===== config.mk =====
export PLATFORM = sky130hd
export DESIGN_NAME = nand_addr_gen
export DESIGN_NICKNAME = d
export VERILOG_FILES = /design/src/rtl/nand_addr_pkg.sv /design/src/rtl/nand_addr_plan.sv /design/src/rtl/nand_addr_pick.sv /design/src/rtl/nand_addr_seq.sv /design/src/rtl/nand_addr_gen.sv
export SDC_FILE = /design/constraint.sdc
export NUM_CORES = 1
export LEC_CHECK = 0
export ABC_CLOCK_PERIOD_IN_PS = 2800
export BUFFER_PORTS_ARGS = -buffer_cell sky130_fd_sc_hd__buf_2
export CORE_UTILIZATION = 30
export CTS_CLUSTER_DIAMETER = 150
export DETAILED_ROUTE_END_ITERATION = 8
export GPL_TIMING_DRIVEN = 0
export PLACE_DENSITY = 0.53
export SETUP_SLACK_MARGIN = 0.2
export SYNTH_ARGS = -nofsm -noshare
export SYNTH_HDL_FRONTEND = slang
export SYNTH_SLANG_ARGS = --single-unit

===== constraint.sdc =====
create_clock -name clk -period 2.8 [get_ports clk]
set_input_delay 0.7 -clock clk [delete_from_list [all_inputs] [get_ports clk]]
set_output_delay 0.7 -clock clk [all_outputs]
set_load 0.01 [all_outputs]

===== src/rtl/nand_addr_pkg.sv =====
package nand_addr_pkg;

  typedef logic [2:0] cyc_t;

  // Zero-valued column cycles needed for a page-aligned access.
  function automatic cyc_t col_cycles(input logic col_en, input logic big_page);
    if (!col_en)      return 3'd0;
    else if (big_page) return 3'd2;
    else               return 3'd1;
  endfunction

  // Row cycles: a third byte is added at or above the page-type threshold.
  function automatic cyc_t row_cycles(input logic row_en, input logic big_page,
                                      input logic [3:0] size_log2,
                                      input logic [3:0] lp_min, input logic [3:0] sp_min,
                                      input int unsigned max_bytes);
    logic [3:0] thr;
    thr = big_page ? lp_min : sp_min;
    if (!row_en)            return 3'd0;
    else if (size_log2 >= thr) return cyc_t'(max_bytes);
    else                    return cyc_t'(max_bytes - 1);
  endfunction

endpackage


===== src/rtl/nand_addr_plan.sv =====
module nand_addr_plan
  import nand_addr_pkg::*;
#(
  parameter int SIZE_W    = 4,
  parameter int LP_MIN    = 8,
  parameter int SP_MIN    = 6,
  parameter int ROW_BYTES = 3
) (
  input  logic              col_en,
  input  logic              row_en,
  input  logic              big_page,
  input  logic [SIZE_W-1:0] size_log2,
  output cyc_t              n_col,
  output cyc_t              n_total
);
  cyc_t n_row;

  always_comb begin
    n_col   = col_cycles(col_en, big_page);
    n_row   = row_cycles(row_en, big_page, 4'(size_log2), 4'(LP_MIN), 4'(SP_MIN),
                         ROW_BYTES);
    n_total = n_col + n_row;
  end
endmodule


===== src/rtl/nand_addr_pick.sv =====
module nand_addr_pick
  import nand_addr_pkg::*;
#(
  parameter int ROW_W = 24
) (
  input  cyc_t             idx,
  input  cyc_t             n_col,
  input  logic [ROW_W-1:0] row,
  output logic [7:0]       byte_o,
  output logic             is_col
);
  localparam int LANES = ROW_W / 8;

  logic [7:0] lane [LANES];
  cyc_t       sel;

  genvar g;
  generate
    for (g = 0; g < LANES; g++) begin : g_lane
      assign lane[g] = row[g*8 +: 8];
    end
  endgenerate

  always_comb begin
    is_col = (idx < n_col);
    sel    = idx - n_col;
    byte_o = 8'h00;
    if (!is_col) begin
      for (int i = 0; i < LANES; i++)
        if (sel == cyc_t'(i)) byte_o = lane[i];
    end
  end
endmodule


===== src/rtl/nand_addr_seq.sv =====
module nand_addr_seq
  import nand_addr_pkg::*;
(
  input  logic clk,
  input  logic rst_n,
  input  logic start_ok,
  input  cyc_t req_total,
  input  logic out_ready,
  output logic busy,
  output cyc_t idx,
  output cyc_t len,
  output logic last,
  output logic fire,
  output logic done
);
  assign last = busy && (idx == len - 3'd1);
  assign fire = busy && out_ready;

  always_ff @(posedge clk) begin
    if (!rst_n) begin
      busy <= 1'b0;
      idx  <= '0;
      len  <= '0;
      done <= 1'b0;
    end else begin
      done <= 1'b0;
      if (start_ok) begin
        idx  <= '0;
        len  <= req_total;
        busy <= (req_total != 3'd0);
        done <= (req_total == 3'd0);
      end else if (fire) begin
        if (last) begin
          busy <= 1'b0;
          done <= 1'b1;
        end else begin
          idx <= idx + 3'd1;
        end
      end
    end
  end
endmodule


===== src/rtl/nand_addr_gen.sv =====
module nand_addr_gen
  import nand_addr_pkg::*;
#(
  parameter int SIZE_W = 4,
  parameter int ROW_W  = 24,
  parameter int LP_MIN = 8,
  parameter int SP_MIN = 6
) (
  input  logic              clk,
  input  logic              rst_n,
  input  logic              start,
  input  logic              col_en,
  input  logic              row_en,
  input  logic              big_page,
  input  logic [SIZE_W-1:0] size_log2,
  input  logic [ROW_W-1:0]  row_addr,
  output logic              out_valid,
  input  logic              out_ready,
  output logic [7:0]        out_byte,
  output logic              out_last,
  output logic              busy,
  output logic              done
);
  localparam int ROW_BYTES = ROW_W / 8;

  cyc_t             req_col, req_total;
  cyc_t             col_q, idx, len;
  logic [ROW_W-1:0] row_q;
  logic             seq_last, seq_fire, is_col;

  // Named events for the checker.
  logic start_taken, start_empty, hs_fire, hs_final;
  assign start_taken = start && !busy;
  assign start_empty = start_taken && (req_total == 3'd0);
  assign hs_fire     = seq_fire;
  assign hs_final    = seq_fire && seq_last;

  nand_addr_plan #(.SIZE_W(SIZE_W), .LP_MIN(LP_MIN), .SP_MIN(SP_MIN),
                   .ROW_BYTES(ROW_BYTES)) u_plan (
    .col_en(col_en), .row_en(row_en), .big_page(big_page),
    .size_log2(size_log2), .n_col(req_col), .n_total(req_total)
  );

  nand_addr_seq u_seq (
    .clk(clk), .rst_n(rst_n), .start_ok(start_taken), .req_total(req_total),
    .out_ready(out_ready), .busy(busy), .idx(idx), .len(len),
    .last(seq_last), .fire(seq_fire), .done(done)
  );

  always_ff @(posedge clk) begin
    if (!rst_n) begin
      col_q <= '0;
      row_q <= '0;
    end else if (start_taken) begin
      col_q <= req_col;
      row_q <= row_addr;
    end
  end

  nand_addr_pick #(.ROW_W(ROW_W)) u_pick (
    .idx(idx), .n_col(col_q), .row(row_q), .byte_o(out_byte), .is_col(is_col)
  );

  assign out_valid = busy;
  assign out_last  = seq_last;
endmodule


* After elaboration in Yosys (flattened, before gate mapping)
Index checks and enable logic that the tools add are counted.
Cells by class: add/sub/neg operators 4, magnitude comparators 2, eq/ne operators 3, mux-type cells 15, bitwise logic cells 2, reduce and logical (&&, ||, !) cells 12
Operators with widths (number):
- $mux W8 | 4
- $mux W1 | 7
- $logic_not A3 Y1 | 2
- $mux W3 | 2
- $ge A4 B4 Y1 | 1
- $mux W4 | 1
- $reduce_and A2 Y1 | 2
- $reduce_bool A2 Y1 | 2
- $add A3 B1 Y3 const B | 1
- $add A3 B3 Y3 | 1
- $eq A3 B1 Y1 const B | 1
- $eq A3 B2 Y1 const B | 1
- $eq A3 B3 Y1 | 1
- $logic_and A1 B1 Y1 | 3
- $lt A3 B3 Y1 | 1
- $reduce_bool A3 Y1 | 1
- $sub A3 B1 Y3 const B | 1
- $sub A3 B3 Y3 | 1
- $mux W2 | 1
- $not A1 Y1 | 2
- $reduce_or A2 Y1 | 1
- $logic_not A1 Y1 | 1
Storage, ports and cells: register bits 35, input bits 35, output and inout bits 12, logic and storage cells 44

* Depth between registers and ports, before layout
Gate-level depths: netlist (run 1).
word-level depth 7, gate-level depth with buffers 11, gate-level depth less buffers 11

* Modules after synthesis
A second synthesis (run 1) with hierarchy kept.
Second synthesis, totals: cell total of the unflattened synthesis 243, area total of the unflattened synthesis 2174.6 sq um
By module, submodules not included:
- nand_addr_gen | times used 1, cells an instance 119, area each 1124.8 sq um, seq. area each 540.5 sq um
- nand_addr_seq | times used 1, cells an instance 49, area each 480.5 sq um, seq. area each 160.2 sq um
- nand_addr_pick | times used 1, cells an instance 53, area each 420.4 sq um, seq. area each 0.0 sq um
- nand_addr_plan | times used 1, cells an instance 22, area each 148.9 sq um, seq. area each 0.0 sq um

* Worst setup path after synthesis (run 1)
Ideal clock, no wire load.
path type register -> output, from register u_seq.idx[0], to output port out_byte[0], arrival time 2056 ps, path slack 44 ps, stages on the path, launching flop included 8, path buffers 1, cells stage by stage dfxtp_1 > inv_1 > ha_1 > fa_1 > clkbuf_1 > nand3b_1 > nor2_1 > nor4_1
Between the ends: longest elaborated chain between the ends 6, elaborated cells between the ends (all ways) 9, those cells by class add/sub (1); order compare (1); eq/ne (2); mux (4); reduce/logical (1)
RTL lines:
- start, declared | line nand_addr_seq.sv:10 | output cyc_t idx,
- start signal, assigned | line nand_addr_seq.sv:37 | idx <= idx + 3'd1;
- $sub A3 B3 Y3 | line nand_addr_pick.sv:26 | sel = idx - n_col;
- $logic_not A3 Y1 | line nand_addr_pick.sv:30 | if (sel == cyc_t'(i)) byte_o = lane[i];
- $mux W8 (3 in a row) | line nand_addr_pick.sv:30
- $mux W8 * | line nand_addr_pick.sv:28 | if (!is_col) begin
- end, declared | line nand_addr_gen.sv:19 | output logic [7:0] out_byte,
Every way passes the cells marked *; elsewhere a longest branch is shown, timed or not.

* Final worst setup path (run 1)
from register u_seq.idx[0], to output port out_byte[4]
The elaborated chain is that of the path after synthesis.

==> results.sh, run 1 <==
export IMPL_fin_skew_ns=0.00704
export IMPL_cts_max_level=2
export IMPL_io_pins=47
export IMPL_syn_to_final_growth_pct=38.2
export IMPL_hold_viol_final=0
export IMPL_critPathMaxFanout=5
export IMPL_regToRegSetupSlack_ns=1.01
export IMPL_worstPathArrival_ns=2.20
export IMPL_crit_chain="inv_2, ha_4, fa_1, clkbuf_8, nand3b_1, nor2_1, nor4_2, buf_2"
export IMPL_power_leakage_nw=1.01
export IMPL_drtIter0Drc=43
export IMPL_whs_endpoint="u_seq.len[1]"
export IMPL_ys_types=30
export IMPL_cts_hold_buffers=0
export IMPL_final_min_clock_period_ns=2.90
export IMPL_path_class="flop to primary output"
export IMPL_synth_async_reset_ratio_pct=0
export IMPL_status="finished, violations left"
export IMPL_min_period_over_period_pct=104
export IMPL_core_area_um2=5610
export IMPL_vias=1615
export IMPL_worst_path_max_delay_cell="fa_1"
export IMPL_postRouteWirelength_um=4350
export IMPL_synth_seq_area_share_pct=38.3
export IMPL_drv_slew=0
export IMPL_cp_required_ns=2.10
export IMPL_stdcell_area_um2=2450
export IMPL_reg2reg_to="u_seq.idx[2]"
export IMPL_cts_buffer_depth=2
export IMPL_fmax_ghz=0.344
export IMPL_hp_class="flop to flop"
export IMPL_route_detailed_drc=0
export IMPL_clk_pin_slew_ns=0.08
export IMPL_yosysWarningCount=0
export IMPL_slew_headroom_pct=63.2
export IMPL_antenna_found_initial=0
export IMPL_syn_cell_area_um2=1780
export IMPL_die_w_um=79.0
export IMPL_die_h_um=79.0
export IMPL_synth_seq_cells=34
export IMPL_reg2reg_from="u_seq.len[0]"
export IMPL_cts_tree="done"
export IMPL_cp_start_kind="flop"
export IMPL_drive_gt1_share_pct=34.2
export IMPL_nNetsFinal=325
export IMPL_rows=27
export IMPL_dpl_instance_area_um2=2190
export IMPL_ant_nets=0
export IMPL_hp_start="u_seq.len[1]"
export IMPL_cts_made_buffers=5
export IMPL_grt_ovfl_total=0
export IMPL_syn_inst=222
export IMPL_cap_violations=0
export IMPL_grt_pass1_wl_um=6970
export IMPL_io_buffers=46
export IMPL_setup_viol=8
export IMPL_antenna_cells=0
export IMPL_initial_core_util_pct=31.7
export IMPL_grt_max_degree=13
export IMPL_timing_hold_ws_ns=0.469
export IMPL_cpPeakStageDelay_ns=0.49
export IMPL_dr_pass1_iters=4
export IMPL_track_usage_pct=15.1
export IMPL_cellPowerDensity_nw_per_um2=561
export IMPL_violations="setup timing"
export IMPL_reg2reg_depth=6
export IMPL_timing_final_ws_setup_ns=-0.104
export IMPL_syn_area_per_cell_um2=8.00
export IMPL_viasPerCell=4.58
export IMPL_synthesis_nets=267
export IMPL_grt_pass1_vias=1467
export IMPL_crit_path_end_kind="primary output"
export IMPL_place_congestion=0.739
export IMPL_ys_flop_type="dfxtp_1"
export IMPL_place_hpwl_um=3290
export IMPL_rsz0062_at_grt="true"
export IMPL_synth_edf_count=0
export IMPL_cts_root_buf="clkbuf_8"
export IMPL_worst_pin_slew_ns=0.552
export IMPL_hold_depth=2
export IMPL_clock_sinks=34
export IMPL_vdd_drop_max_mv=0.182
export IMPL_clk_latency_ns=0.29
export IMPL_wl_per_cell_um=12.3
export IMPL_die_area_um2=6230
through the flow:
stage / power (mW) / util (%) / std cells / setup slack (ns) / setup TNS, ns
final: 1.38 / 43.8 / 353 / -0.104 / -0.708
after global routing: 1.46 / 43.8 / 353 / -0.227 / -1.53
after CTS: 1.38 / 43.0 / 353 / -0.130 / -0.769
after detailed placement: 0.814 / 39.0 / 340 / -0.176 / -1.45
after global placement: 0.812 / 39.0 / 340 / -0.173 / -1.50
after floorplan: 0.720 / - / 222 / 0.196 / 0
final cells by class:
type / instances / area [µm²]
Fill cell: 628 / 3150
Tap cell: 72 / 90.1
Clock inverter: 3 / 68.8
Timing Repair Buffer: 51 / 274
Sequential cell: 34 / 686
Inverter: 7 / 36.3
Multi-Input combinational cell: 169 / 1170
Clock buffer: 5 / 68.8
Buffer: 12 / 61.3
timing repair:
action / 4_1_cts / 5_1_grt
endpoints found under the hold margin: 0 / 0
buffers inserted: 5 / 0
setup endpoints to repair: 9 / 11
gates resized for setup: 13 / 11
pin swaps: 3 / 5
worst max-delay path, delay by kind of cell (launching register included):
| family | cells | cell delay, ns |
|---|---|---|
| buffers and inverters | 3 | 0.36 |
| and+or+nand+nor | 3 | 0.57 |
| DFF | 1 | 0.35 |
| adders and majority gates | 2 | 0.64 |
synth_stat cells (2+ instances only):
cell type | number | share of area, %
nand2_1 | 62 | 13
dfxtp_1 | 34 | 38
a21boi_0 | 30 | 13
nor2_1 | 20 | 4.2
a21oi_1 | 10 | 2.8
nor4_1 | 9 | 3.2
clkbuf_1 | 8 | 1.7
ha_1 | 8 | 5.6
inv_1 | 7 | 1.5
xnor2_1 | 5 | 2.5
nor2b_1 | 4 | 1.4
o21a_1 | 3 | 1.3
buf_2 | 2 | 0.56
fa_1 | 2 | 2.3
nand2b_1 | 2 | 0.70
xor2_1 | 2 | 0.99
layer usage:
metal,vias to the layer above,global-route usage [%],wire length (µm)
met5,-,0,0
met4,0,6.00,34
met3,2,4.37,166
met2,31,23.0,1980
met1,726,19.9,2170
li1,856,-,-
cells by family after synthesis:
kind of cell	synth area share, %
compound gates	18.9
xor+xnor	4.79
flops	38.3
mux	0.563
simple gates	25.2
buf+inv	4.37
fa+ha+maj	7.89
sequential cells by signal, indices dropped and copies added, names as in the netlist:
register / cells
col_q: 2
row_q: 24
u_seq.busy: 1
u_seq.done: 1
u_seq.idx: 3
u_seq.len: 3
cell usage in the layout (no fill, tap or decap), types with 4 or more instances in the layout:
cell type / synthesis / final
a21oi_1: 10 / 9
nor2b_1: 4 / 4
buf_4: 1 / 6
ha_1: 8 / 4
clkbuf_8: 0 / 6
nand2_1: 62 / 61
dfxtp_1: 34 / 32
inv_1: 7 / 4
nor4_2: 0 / 9
nor2_1: 20 / 15
clkbuf_1: 8 / 7
a21boi_0: 30 / 29
buf_2: 2 / 47
power by group:
group / switching [mW] / internal [mW] / total, mW
combinational: 0.160 / 0.135 / 0.295
clock: 0.194 / 0.357 / 0.550
sequential: 0.0217 / 0.511 / 0.533
total: 0.375 / 1.00 / 1.38
how the worst max path moves through the flow:
stage | slack [ns] | end | cells past startpoint | start
finish | -0.10 | out_byte[4] | 8 | u_seq.idx[0]
global route | -0.23 | out_byte[4] | 8 | u_seq.idx[0]
CTS | -0.13 | out_byte[4] | 8 | u_seq.idx[0]
detailed placement | -0.18 | out_byte[4] | 6 | u_seq.idx[0]
global placement | -0.17 | out_byte[4] | 6 | u_seq.idx[0]
floorplan | 0.20 | u_seq.busy | 9 | big_page
(Power assumes the default switching activity.)
==> inputs of run 2 (changes only) <==
--- a/config.mk
+++ b/config.mk
@@ -8,6 +8,7 @@
 export ABC_CLOCK_PERIOD_IN_PS = 2800
 export BUFFER_PORTS_ARGS = -buffer_cell sky130_fd_sc_hd__buf_2
 export CORE_UTILIZATION = 30
+export CTS_BUF_LIST = sky130_fd_sc_hd__clkbuf_4
 export CTS_CLUSTER_DIAMETER = 150
 export DETAILED_ROUTE_END_ITERATION = 8
 export GPL_TIMING_DRIVEN = 0
==> constraint.sdc (replaced) <==
create_clock -name clk -period 2.8 [get_ports clk]
set_input_delay 0.7 -clock clk [delete_from_list [all_inputs] [get_ports clk]]
set_output_delay 0.7 -clock clk [all_outputs]
set_load 0.05 [all_outputs]
==> results.sh, run 2 (synthesized netlist as in run 1, its figures left out) <==
export IMPL_final_min_clock_period_ns=2.96
export IMPL_cts_made_buffers=5
export IMPL_clk_latency_ns=0.35
export IMPL_track_usage_pct=16.1
export IMPL_cts_root_buf="clkbuf_4"
export IMPL_cp_required_ns=2.10
export IMPL_worst_path_max_delay_cell="fa_2"
export IMPL_worst_pin_slew_ns=0.588
export IMPL_cp_start_kind="flop"
export IMPL_drive_gt1_share_pct=35.3
export IMPL_io_pins=47
export IMPL_grt_pass1_vias=1560
export IMPL_switchingPower_mw=0.474
export IMPL_clk_pin_slew_ns=0.13
export IMPL_io_buffers=46
export IMPL_finalPower_mw=1.45
export IMPL_worstPathArrival_ns=2.26
export IMPL_cpPeakStageDelay_ns=0.53
export IMPL_crit_path_end_kind="primary output"
export IMPL_postRouteWirelength_um=4490
export IMPL_power_leakage_nw=1.02
export IMPL_grt_ovfl_total=0
export IMPL_timing_final_ws_setup_ns=-0.162
export IMPL_setup_viol=8
export IMPL_hold_depth=2
export IMPL_die_h_um=79.0
export IMPL_ant_nets=0
export IMPL_reg2reg_depth=6
export IMPL_seqPwrFrac_pct=36.7
export IMPL_vdd_drop_max_mv=0.252
export IMPL_hp_start="row_q[1]"
export IMPL_slew_headroom_pct=60.7
export IMPL_cellPowerDensity_nw_per_um2=563
export IMPL_fin_skew_ns=0.0182
export IMPL_whs_endpoint="row_q[1]"
export IMPL_hp_class="flop to flop"
export IMPL_hold_viol_final=0
export IMPL_crit_family="adder cells"
export IMPL_viasPerCell=4.54
export IMPL_cts_tree="done"
export IMPL_route_detailed_drc=0
export IMPL_die_w_um=79.0
export IMPL_antenna_found_initial=0
export IMPL_cts_max_level=2
export IMPL_crit_chain="inv_2, ha_4, fa_2, buf_8, buf_4, a21oi_1, nor4_4, buf_6"
export IMPL_layout_commonest_cell="nand2_1"
export IMPL_clock_sinks=34
export IMPL_final_cell_mix="nand2_1, buf_2, dfxtp_1"
export IMPL_cap_violations=0
export IMPL_nNetsFinal=327
export IMPL_critPathMaxFanout=6
export IMPL_drtIter0Drc=48
export IMPL_dr_pass1_iters=4
export IMPL_top_regs="row_q (24), u_seq.idx (3), u_seq.len (3)"
export IMPL_internal_power_mw=0.974
export IMPL_combPwrFrac_pct=31.2
export IMPL_place_congestion=0.716
export IMPL_rows=27
export IMPL_grt_pass1_wl_um=7620
export IMPL_antenna_cells=0
export IMPL_fmax_ghz=0.338
export IMPL_path_class="flop to primary output"
export IMPL_largest_register="row_q"
export IMPL_final_util_pct=45.9
export IMPL_rsz0062_at_grt="true"
export IMPL_vias=1613
export IMPL_syn_to_final_growth_pct=44.8
export IMPL_cts_buffer_depth=2
export IMPL_initial_core_util_pct=31.7
export IMPL_largest_register_ffs=24
export IMPL_drv_slew=0
export IMPL_status="finished, violations left"
export IMPL_core_area_um2=5610
export IMPL_crit_buf_inv=4
export IMPL_clock_power_share_pct=32.1
export IMPL_grt_max_degree=13
export IMPL_violations="setup timing"
export IMPL_reg2reg_to="u_seq.idx[2]"
export IMPL_swShare_pct=32.8
export IMPL_place_hpwl_um=3420
export IMPL_reg2reg_from="u_seq.len[0]"
export IMPL_min_period_over_period_pct=106
export IMPL_regToRegSetupSlack_ns=1.00
export IMPL_wl_per_cell_um=12.6
export IMPL_die_area_um2=6230
run 2: worst min-delay path, stage by stage, from the launching register on:
cell,delay [ns]
dfxtp_1,0.33
nand2_1,0.05
a21boi_0,0.06
run 2: worst max path at each step:
stage                  endpoint  cells past startpoint  slack, ns         start
detailed placement   u_seq.busy                     12      -0.22      big_page
CTS                 out_byte[6]                      8      -0.22  u_seq.idx[0]
global route        out_byte[6]                      8      -0.27  u_seq.idx[0]
global placement     u_seq.busy                     12      -0.15      big_page
floorplan           out_byte[0]                      7      -0.06  u_seq.idx[0]
finish              out_byte[6]                      8      -0.16  u_seq.idx[0]
run 2: final cells by class:
cell class	count	area [µm²]
Fill cell	586	3040
Multi-Input combinational cell	169	1240
Sequential cell	34	688
Timing Repair Buffer	53	347
Tap cell	72	90.1
Clock inverter	3	68.8
Buffer	12	62.6
Clock buffer	5	37.5
Inverter	7	36.3
run 2: per-stage QoR:
step	hold WS, ns	TNS [ns]	instances	setup WS, ns	area [µm²]
6_report	0.474	-1.07	355	-0.162	2570
3_5_place_dp	0.458	-1.18	340	-0.220	2280
3_3_place_gp	0.455	-1.02	340	-0.152	2280
4_1_cts	0.476	-1.51	353	-0.216	2520
2_1_floorplan	0.443	-0.0618	222	-0.0618	1960
5_1_grt	0.498	-1.93	355	-0.272	2570
run 2: timing repair:
item	in CTS	in global routing
pin swaps	3	5
setup endpoints to repair	11	11
hold buffers	0	0
buffers inserted	5	2
resized for setup	29	10
run 2: layer usage:
layer | vias up | wire (µm) | global-route usage, %
met5 | - | 0 | 0
met3 | 6 | 213 | 4.25
li1 | 857 | - | -
met2 | 38 | 1940 | 24.4
met1 | 712 | 2260 | 21.9
met4 | 0 | 70 | 5.45
run 2: power groups by stage:
| stage | clock network [mW] | logic, mW | registers, mW |
|---|---|---|---|
| after floorplan | 0 | 0.293 | 0.543 |
| after global placement | 0 | 0.391 | 0.541 |
| after detailed placement | 0 | 0.395 | 0.541 |
| after CTS | 0.480 | 0.447 | 0.530 |
| after global routing | 0.504 | 0.490 | 0.535 |
| final | 0.465 | 0.452 | 0.531 |
==> inputs of run 3 (changes only) <==
--- a/config.mk
+++ b/config.mk
@@ -13,6 +13,7 @@
 export DETAILED_ROUTE_END_ITERATION = 8
 export GPL_TIMING_DRIVEN = 0
 export PLACE_DENSITY = 0.53
+export RECOVER_POWER = 100
 export SETUP_SLACK_MARGIN = 0.2
 export SYNTH_ARGS = -nofsm -noshare
 export SYNTH_HDL_FRONTEND = slang
==> results.sh, run 3 (synthesized netlist as in run 1, its figures left out) <==
export IMPL_stdcell_count=355
export IMPL_path_class="flop to primary output"
export IMPL_cts_hold_buffers=0
export IMPL_drtIter0Drc=49
export IMPL_cts_made_buffers=5
export IMPL_clk_latency_ns=0.35
export IMPL_regToRegSetupSlack_ns=1.00
export IMPL_cp_start_kind="flop"
export IMPL_die_w_um=79.0
export IMPL_dr_pass1_iters=4
export IMPL_drv_slew=0
export IMPL_wl_per_cell_um=12.7
export IMPL_place_congestion=0.716
export IMPL_fmax_ghz=0.337
export IMPL_die_h_um=79.0
export IMPL_ant_nets=0
export IMPL_reg2reg_from="u_seq.len[0]"
export IMPL_cts_max_level=2
export IMPL_hold_viol_final=0
export IMPL_crit_path_end_kind="primary output"
export IMPL_cap_violations=0
export IMPL_crit_chain="inv_2, ha_4, fa_2, buf_8, buf_4, a21oi_1, nor4_4, buf_6"
export IMPL_hold_depth=2
export IMPL_vdd_drop_max_mv=0.253
export IMPL_worst_path_max_delay_cell="fa_2"
export IMPL_place_inst=340
export IMPL_fin_skew_ns=0.0193
export IMPL_cellPowerDensity_nw_per_um2=565
export IMPL_clock_sinks=34
export IMPL_route_detailed_drc=0
export IMPL_io_buffers=46
export IMPL_io_pins=47
export IMPL_die_area_um2=6230
export IMPL_grt_ovfl_total=0
export IMPL_final_min_clock_period_ns=2.96
export IMPL_slew_headroom_pct=60.7
export IMPL_reg2reg_depth=6
export IMPL_largest_register="row_q"
export IMPL_clk_pin_slew_ns=0.13
export IMPL_worstPathArrival_ns=2.26
export IMPL_worst_pin_slew_ns=0.589
export IMPL_critPathMaxFanout=6
export IMPL_postRouteWirelength_um=4500
export IMPL_rows=27
export IMPL_final_seq_area_um2=688
export IMPL_final_cell_mix="nand2_1, buf_2, dfxtp_1"
export IMPL_setup_viol=9
export IMPL_cts_root_buf="clkbuf_4"
export IMPL_timing_final_ws_setup_ns=-0.165
export IMPL_status="finished, violations left"
export IMPL_rsz0062_at_grt="true"
export IMPL_grt_pass1_vias=1560
export IMPL_finalPower_mw=1.45
export IMPL_nNetsFinal=327
export IMPL_place_hpwl_um=3420
export IMPL_viasPerCell=4.56
export IMPL_power_leakage_nw=1.01
export IMPL_initial_core_util_pct=31.7
export IMPL_track_usage_pct=16.1
export IMPL_antenna_cells=0
export IMPL_violations="setup timing"
export IMPL_cts_tree="done"
export IMPL_fillers=592
export IMPL_reg2reg_to="u_seq.idx[2]"
export IMPL_crit_end="out_byte[6]"
export IMPL_largest_register_ffs=24
export IMPL_multi_input_area_um2=1240
export IMPL_antenna_found_initial=0
export IMPL_hp_start="row_q[1]"
export IMPL_syn_to_final_growth_pct=44.2
export IMPL_stdcell_area_um2=2560
export IMPL_dpl_instance_area_um2=2280
export IMPL_cts_buffer_depth=2
export IMPL_final_util_pct=45.7
export IMPL_grt_max_degree=13
export IMPL_top_regs="row_q (24), u_seq.idx (3), u_seq.len (3)"
export IMPL_hp_class="flop to flop"
export IMPL_min_period_over_period_pct=106
export IMPL_cp_required_ns=2.10
export IMPL_drive_gt1_share_pct=33.2
export IMPL_setup_worst_path_start="u_seq.idx[0]"
export IMPL_layout_commonest_cell="nand2_1"
export IMPL_core_area_um2=5610
export IMPL_cpPeakStageDelay_ns=0.53
export IMPL_vias=1619
export IMPL_grt_pass1_wl_um=7620
## run 3: area by class of cell
cell class,instances,share of cell area (%)
Buffer,12,2.44
Clock buffer,5,1.46
Clock inverter,3,2.69
Inverter,7,1.37
Multi-Input combinational cell,169,48.3
Sequential cell,34,26.9
Tap cell,72,3.52
Timing Repair Buffer,53,13.3
## run 3: metrics by stage
step                setup WS, ns  hold slack [ns]  setup TNS [ns]
floorplan                -0.0618            0.443         -0.0618
global placement          -0.152            0.455           -1.02
detailed placement        -0.220            0.458           -1.18
CTS                       -0.216            0.476           -1.51
global route              -0.272            0.498           -2.18
finish                    -0.165            0.475           -1.11
## run 3: how the worst min path moves through the flow
stage	endpoint
6_report	row_q[1]
2_1_floorplan	u_seq.len[1]
3_5_place_dp	row_q[1]
4_1_cts	row_q[18]
5_1_grt	row_q[1]
3_3_place_gp	row_q[8]
## run 3: repair_timing
action | CTS | global route
resized for setup | 29 | 10
hold endpoints to repair | 0 | 0
setup endpoints to repair | 11 | 11
gates cloned | 0 | 0
buffers inserted | 5 | 2
pin swaps | 3 | 5
## run 3: metal layers
metal | GRT usage [%] | routed length, µm | vias to the layer above
li1 | - | - | 860
met1 | 21.9 | 2230 | 714
met2 | 24.4 | 1970 | 39
met3 | 4.25 | 224 | 6
met4 | 5.45 | 70 | 0
met5 | 0 | 0 | -
## run 3: critical path: cells and delay by family, from the launching register on
family                     cells  cell delay (ns)
AOI/OAI and AO/OA              1             0.13
adders and majority gates      2             0.68
buffers and inverters          4             0.48
DFF                            1             0.36
and+or+nand+nor                1             0.27
## run 3: power by group
group,total (mW),internal (mW),switching (mW),leakage (nW)
logic,0.449,0.180,0.269,0.671
clock network,0.467,0.279,0.188,0.0554
registers,0.531,0.512,0.0194,0.281
